<file path="src/rtl/fmt_pkg.sv">
package fmt_pkg;
  localparam int BYTE_W  = 8;
  localparam int PHASE_W = 2;
  localparam int R_BITS  = 5;
  localparam int G6_BITS = 6;

  typedef logic [BYTE_W-1:0]   byte_t;
  typedef logic [2*BYTE_W-1:0] word_t;
  typedef logic [PHASE_W-1:0]  phase_t;

  typedef enum logic [1:0] {
    RNG_STD_A = 2'b00,
    RNG_STD_B = 2'b01,
    RNG_EXT   = 2'b10,
    RNG_FULL  = 2'b11
  } range_e;

  localparam byte_t STD_LO = 8'h10;
  localparam byte_t STD_HI = 8'hF0;
  localparam byte_t EXT_LO = 8'h01;
  localparam byte_t EXT_HI = 8'hFE;
endpackage

</file>
<file path="src/rtl/fmt_phase.sv">
module fmt_phase
  import fmt_pkg::*;
(
  input  logic   clk,
  input  logic   rst,
  input  logic   line_act,
  output phase_t phase
);
  // Slot counter: held at zero outside a line so each line begins at slot 0.
  always_ff @(posedge clk) begin
    if (rst || !line_act) phase <= '0;
    else                  phase <= phase + 1'b1;
  end
endmodule

</file>
<file path="src/rtl/fmt_select.sv">
module fmt_select
  import fmt_pkg::*;
(
  input  phase_t     phase,
  input  byte_t      in_y,
  input  byte_t      in_u,
  input  byte_t      in_v,
  input  byte_t      in_r,
  input  byte_t      in_g,
  input  byte_t      in_b,
  input  logic       cfg_yuv_ylead,
  input  logic       cfg_uv_swap,
  input  logic       cfg_fix_uv,
  input  byte_t      cfg_fix_u,
  input  byte_t      cfg_fix_v,
  input  logic       cfg_rgb_en,
  input  logic [1:0] cfg_rgb_mode,
  input  logic       cfg_rb_swap,
  output byte_t      sel_byte
);
  logic               chroma_slot;
  logic               pick_v;
  byte_t              chroma;
  byte_t              yuv_byte;
  logic [R_BITS-1:0]  r5, b5, lead5, tail5;
  logic [G6_BITS-1:0] g6;
  word_t              word565, word555, rgb_word;
  logic               pack_en;

  always_comb begin
    // YUV 4:2:2 slot decode
    chroma_slot = cfg_yuv_ylead ? phase[0] : ~phase[0];
    pick_v      = phase[1] ^ cfg_uv_swap;
    if (cfg_fix_uv) chroma = pick_v ? cfg_fix_v : cfg_fix_u;
    else            chroma = pick_v ? in_v : in_u;
    yuv_byte = chroma_slot ? chroma : in_y;

    // RGB packing
    r5    = in_r[BYTE_W-1 -: R_BITS];
    b5    = in_b[BYTE_W-1 -: R_BITS];
    g6    = in_g[BYTE_W-1 -: G6_BITS];
    lead5 = cfg_rb_swap ? b5 : r5;
    tail5 = cfg_rb_swap ? r5 : b5;
    word565  = {lead5, g6, tail5};
    word555  = {1'b0, lead5, in_g[BYTE_W-1 -: R_BITS], tail5};
    rgb_word = cfg_rgb_mode[1] ? word555 : word565;
    pack_en  = cfg_rgb_en & cfg_rgb_mode[0];

    if (pack_en) sel_byte = phase[0] ? rgb_word[BYTE_W-1:0] : rgb_word[2*BYTE_W-1:BYTE_W];
    else         sel_byte = yuv_byte;
  end
endmodule

</file>
<file path="src/rtl/fmt_range_bus.sv">
module fmt_range_bus
  import fmt_pkg::*;
(
  input  byte_t      din,
  input  logic [1:0] cfg_range,
  input  logic       cfg_bit_rev,
  input  logic       cfg_end_swap,
  output byte_t      dout
);
  byte_t lo, hi, clamped, reversed, ordered;

  always_comb begin
    unique case (range_e'(cfg_range))
      RNG_EXT:  begin lo = EXT_LO; hi = EXT_HI; end
      RNG_FULL: begin lo = '0;     hi = '1;     end
      default:  begin lo = STD_LO; hi = STD_HI; end
    endcase
    if (din < lo)      clamped = lo;
    else if (din > hi) clamped = hi;
    else               clamped = din;
  end

  for (genvar i = 0; i < BYTE_W; i++) begin : g_rev
    assign reversed[i] = clamped[BYTE_W-1-i];
  end

  always_comb begin
    ordered = cfg_bit_rev ? reversed : clamped;
    dout    = ordered;
    if (cfg_end_swap) begin
      dout[BYTE_W-1] = ordered[0];
      dout[0]        = ordered[BYTE_W-1];
    end
  end
endmodule

</file>
<file path="src/rtl/cam_byte_fmt.sv">
module cam_byte_fmt
  import fmt_pkg::*;
(
  input  logic       clk,
  input  logic       rst,
  input  logic       line_act,
  input  logic [7:0] in_y,
  input  logic [7:0] in_u,
  input  logic [7:0] in_v,
  input  logic [7:0] in_r,
  input  logic [7:0] in_g,
  input  logic [7:0] in_b,
  input  logic       cfg_yuv_ylead,
  input  logic       cfg_uv_swap,
  input  logic       cfg_fix_uv,
  input  logic [7:0] cfg_fix_u,
  input  logic [7:0] cfg_fix_v,
  input  logic       cfg_rgb_en,
  input  logic [1:0] cfg_rgb_mode,
  input  logic       cfg_rb_swap,
  input  logic [1:0] cfg_range,
  input  logic       cfg_bit_rev,
  input  logic       cfg_end_swap,
  output logic [7:0] pix_out,
  output logic       pix_act
);
  phase_t phase_q;
  byte_t  sel_byte;
  byte_t  bus_byte;

  fmt_phase u_phase (
    .clk      (clk),
    .rst      (rst),
    .line_act (line_act),
    .phase    (phase_q)
  );

  fmt_select u_select (
    .phase         (phase_q),
    .in_y          (in_y),
    .in_u          (in_u),
    .in_v          (in_v),
    .in_r          (in_r),
    .in_g          (in_g),
    .in_b          (in_b),
    .cfg_yuv_ylead (cfg_yuv_ylead),
    .cfg_uv_swap   (cfg_uv_swap),
    .cfg_fix_uv    (cfg_fix_uv),
    .cfg_fix_u     (cfg_fix_u),
    .cfg_fix_v     (cfg_fix_v),
    .cfg_rgb_en    (cfg_rgb_en),
    .cfg_rgb_mode  (cfg_rgb_mode),
    .cfg_rb_swap   (cfg_rb_swap),
    .sel_byte      (sel_byte)
  );

  fmt_range_bus u_range_bus (
    .din          (sel_byte),
    .cfg_range    (cfg_range),
    .cfg_bit_rev  (cfg_bit_rev),
    .cfg_end_swap (cfg_end_swap),
    .dout         (bus_byte)
  );

  always_ff @(posedge clk) begin
    if (rst) begin
      pix_out <= '0;
      pix_act <= 1'b0;
    end else begin
      pix_out <= line_act ? bus_byte : '0;
      pix_act <= line_act;
    end
  end
endmodule

</file>
<file path="config.mk">
export PLATFORM = sky130hd
export DESIGN_NAME = cam_byte_fmt
export DESIGN_NICKNAME = d
export VERILOG_FILES = /design/src/rtl/fmt_pkg.sv /design/src/rtl/fmt_phase.sv /design/src/rtl/fmt_select.sv /design/src/rtl/fmt_range_bus.sv /design/src/rtl/cam_byte_fmt.sv
export SDC_FILE = /design/constraint.sdc
export NUM_CORES = 1
export LEC_CHECK = 0
export ABC_AREA = 1
export BUFFER_PORTS_ARGS = -buffer_cell sky130_fd_sc_hd__buf_2
export CELL_PAD_IN_SITES_DETAIL_PLACEMENT = 0
export CELL_PAD_IN_SITES_GLOBAL_PLACEMENT = 1
export CORE_MARGIN = 3
export CORE_UTILIZATION = 26
export CTS_BUF_LIST = sky130_fd_sc_hd__clkbuf_8 sky130_fd_sc_hd__clkbuf_16
export CTS_CLUSTER_SIZE = 12
export DETAILED_ROUTE_END_ITERATION = 10
export GPL_ROUTABILITY_DRIVEN = 0
export MAX_ROUTING_LAYER = met4
export PLACE_DENSITY_LB_ADDON = 0.08
export SETUP_SLACK_MARGIN = 0.02
export SYNTH_ARGS = -nofsm -noshare
export SYNTH_HDL_FRONTEND = slang
export SYNTH_SLANG_ARGS = --single-unit
export TNS_END_PERCENT = 5
</file>
<file path="constraint.sdc">
create_clock -name clk -period 2.7 [get_ports clk]
set_clock_uncertainty 0.2 [all_clocks]
set_input_delay 0 -clock clk [delete_from_list [all_inputs] [get_ports clk]]
set_output_delay 0 -clock clk [all_outputs]
set_load 0.03 [all_outputs]
</file>
==> summary.md <==
| Metric | Value |
|---|---|
| Status | finished with violations |
| Failing checks | setup timing |
| Post-Synth Adder-Cell Area | 0.0388 |
| GRT overflow | 0 |
| Fill count | just under 700 |
| Via density | 4.45 |
| Critical Path Source Type | register |
| Yosys reg bits | 11 |
| Seq/Total Area, Yosys | 0.137 |
| Pwr Total | 0.823 mW |
| Final core utilization | 0.431 |
| Setup-failing EPs final | 1 |
| PortBufs | 78 |
| Initial antenna violation count | 0 |
| VDD IR-drop max | ~0.21 mV |
| Ys Warns | 0 |
| Vias | 2147 |
| Final WL | between 5000 and 6000 um |
| Tmin final | approximately 2.7 ns |
| Reg-to-Reg Start | u_phase.phase[1]$_SDFF_PP0_ |
| Setup TNS | -0.0109 ns |
| Compound-Gate Fraction of Synth Area | 0.171 |
| Cell Area, Synth | around 0.0016 mm^2 |
| Crit. End Element | register |
| Max-Cap Viols | 0 |
| CTS Buf Count | 3 |
| Mux cell area share after synthesis | 0 |
| Final HPWL DP | 4480 um |
| Peak Freq | roughly 370 MHz |
| Clk_lat worst skew | ~0.24 ns |
| Worst r2r path cells | 22 |
| Area grow syn2layout | 59.3% |
| Xor/xnor share of the synthesized area | 0.0101 |
| CP Max Fanout | 6 |
| Mean post-synth cell area | between 5 and 6 um^2 |
| Standard-cell rows | 28 |
| Critical Path End | pix_out[7]$_SDFF_PP0_ |
| DRC violations left | 0 |
| Final nets | slightly below 500 |
| Starting DRT DRC Count | 60 |
| Max Slew Vio Count | 0 |
| I/O Pins | 87 |
| Synth Net Count | ~380 |
| Largest net degree at the start of global routing | 15 |
| Reg2reg setup slack | -0.01 ns |
| Finished Cell Area | 0.00257 mm^2 |
| Die area | between 0.007 and 0.008 mm^2 |
| Total GRT Usage | 0.156 |
| Chip Width | between 80 and 90 um |
| Clock buffer depth | 2 |
| Simple-gate share of the synthesized area | 0.490 |
| Core area | ~0.0060 mm^2 |
| Vias in the first global route | between 2000 and 2500 |
| Iteration count of the initial detailed-routing pass | 8 |
| Largest family of logic cells by synthesized area | simple AND/OR/NAND/NOR gates |
| R2R Path End | pix_out[7]$_SDFF_PP0_ |
| Worst Hold Class | primary input to register |
| Clock root cell | clkbuf_8 |
| Fin crit share | 1.00 |
| Initial core utilization | 0.271 |
| PD cells | approximately 320 mW/mm^2 |
| DRT antenna net count | 0 |
| Die height | about 85 um |
| Synth Instances | 295 |
| Worst-Margin Slew | 0.689 ns |
| RSZ-0062 raised after global routing | true |
| Leakage Power | 1.46 nW |
| CTS tree | built |
| Placed cell areas | roughly 0.0022 mm^2 |
| Reg clk slew, reported paths | 0.06 ns |
| Critical Path RT | between 2 and 3 ns |
| Arrival @ worst endpoint | roughly 2.7 ns |
| CTS H-tree depth | 1 |
| Share of layout cells above drive strength 1 | 0.422 |
| Drt wl/cell | approximately 11 um |
| Slew Limit Headroom | 0.539 |
| Most frequent cells in the layout | buf_2 (78), nand2_1 (69), inv_1 (47) |
| First-pass GRT wire length | around 9000 um |
| Netlist cell types | 27 |
| Commonest non-fill, non-tap cell in the layout | buf_2 |
| Sinks on the clock net | 11 |
| Fin. Hold Viols | 0 |
| Setup WS post-layout | -0.0109 ns |
| Hold_ws | 0.0233 ns |
| Crit path from | u_phase.phase[1]$_SDFF_PP0_ |
| Diode count | 0 |
| Setup CP Type | register to register |
==> stage by stage <==
stage | instances | setup WS (ns)
2_1_floorplan | 295 | 0.0960
3_3_place_gp | 465 | -0.0480
3_5_place_dp | 465 | -0.0936
4_1_cts | 477 | -0.00783
5_1_grt | 483 | -0.224
6_report | 483 | -0.0109
==> layer usage <==
layer,vias to the layer above,track usage,routed length [um]
met4,0,0.0302,46
met1,922,0.218,2690
met3,5,0.0186,256
li1,1164,-,-
met5,-,-,0
met2,56,0.243,2410
==> flip-flops by register name, indices dropped and copies added (netlist names) <==
signal	count
pix_out	8
u_phase.phase	2
pix_act	1
==> area by class of cell <==
class,instances,area (um^2),share of cell area
multi-input combinational,225,1300,0.506
timing repair buffer,119,714,0.278
sequential,11,228,0.0887
inverter,49,189,0.0736
tap,75,93.8,0.0365
clock buffer,3,41.3,0.0161
clock inverter,1,3.75,0.00146
==> logic make-up (layout without fill, tap and decap cells) <==
logic type / count (synthesis) / after routing
and+or+nand+nor: 169 / 169
buffers and inverters: 59 / 172
AOI/OAI and AO/OA: 50 / 50
DFF: 11 / 11
adders and majority gates: 5 / 5
xor gates and xnor gates: 1 / 1
==> how the worst min path moves through the flow <==
stage / from / to / slack, ns / cells past startpoint
after floorplan: rst / pix_out[5]$_SDFF_PP0_ / -0.02 / 3
after global placement: cfg_bit_rev / pix_out[5]$_SDFF_PP0_ / 0.11 / 2
after detailed placement: cfg_bit_rev / pix_out[5]$_SDFF_PP0_ / 0.11 / 2
after CTS: line_act / u_phase.phase[0]$_SDFF_PP0_ / 0.02 / 5
after global routing: line_act / u_phase.phase[0]$_SDFF_PP0_ / 0.08 / 5
final: line_act / pix_out[0]$_SDFF_PP0_ / 0.02 / 5
==> critical path, stage by stage (launching register included) <==
cell,delay (ns)
dfxtp_4,0.37
inv_4,0.05
nand2_4,0.09
nand2_8,0.07
buf_6,0.14
nand2_2,0.05
nand3_2,0.06
nand3_2,0.09
a21oi_2,0.07
ha_1,0.29
nand2_2,0.05
o21bai_1,0.16
a21oi_2,0.13
nand3_2,0.09
nor2_4,0.15
nand2_4,0.09
nand2_2,0.07
nand2_2,0.05
nand2_2,0.07
nand3_2,0.08
nand3_2,0.08
nand2_1,0.04
nor2_1,0.11
==> power breakdown <==
part           total [mW]  internal [mW]  switching, mW
Combinational       0.475          0.211          0.263
Clock               0.172          0.100         0.0718
Sequential          0.176          0.172        0.00426
Total               0.823          0.484          0.339
==> cells in the mapped netlist <==
| library cell | count | area share |
|---|---|---|
| dfxtp_1 | 11 | 0.14 |
| xnor2_2 | 1 | 0.010 |
| nand2_1 | 80 | 0.19 |
| o21a_1 | 1 | 0.0047 |
| nand3_1 | 39 | 0.12 |
| nor2_1 | 25 | 0.058 |
| inv_2 | 3 | 0.0070 |
| buf_4 | 1 | 0.0047 |
| nand3_2 | 3 | 0.019 |
| o21ai_0 | 25 | 0.078 |
| buf_2 | 5 | 0.016 |
| o21bai_1 | 1 | 0.0047 |
| o21ai_2 | 2 | 0.011 |
| nand3b_1 | 2 | 0.0093 |
| buf_6 | 2 | 0.014 |
| inv_1 | 46 | 0.11 |
| o211ai_1 | 4 | 0.019 |
| nor3_1 | 3 | 0.0093 |
| nand2_4 | 4 | 0.028 |
| nand2_2 | 11 | 0.043 |
| ha_1 | 5 | 0.039 |
| nor3_4 | 1 | 0.010 |
| o21ai_1 | 4 | 0.012 |
| clkbuf_1 | 2 | 0.0047 |
| a21oi_1 | 12 | 0.037 |
| a21oi_2 | 1 | 0.0054 |
| nor2_4 | 1 | 0.0070 |
==> repair_timing <==
item	CTS	global route
setup endpoints to repair	8	8
resized for setup	12	30
setup buffers	3	6
hold buffers	5	0
pin swaps	8	25
endpoints found under the hold margin	10	0
No activity file was read; power rests on OpenSTA's default activity.
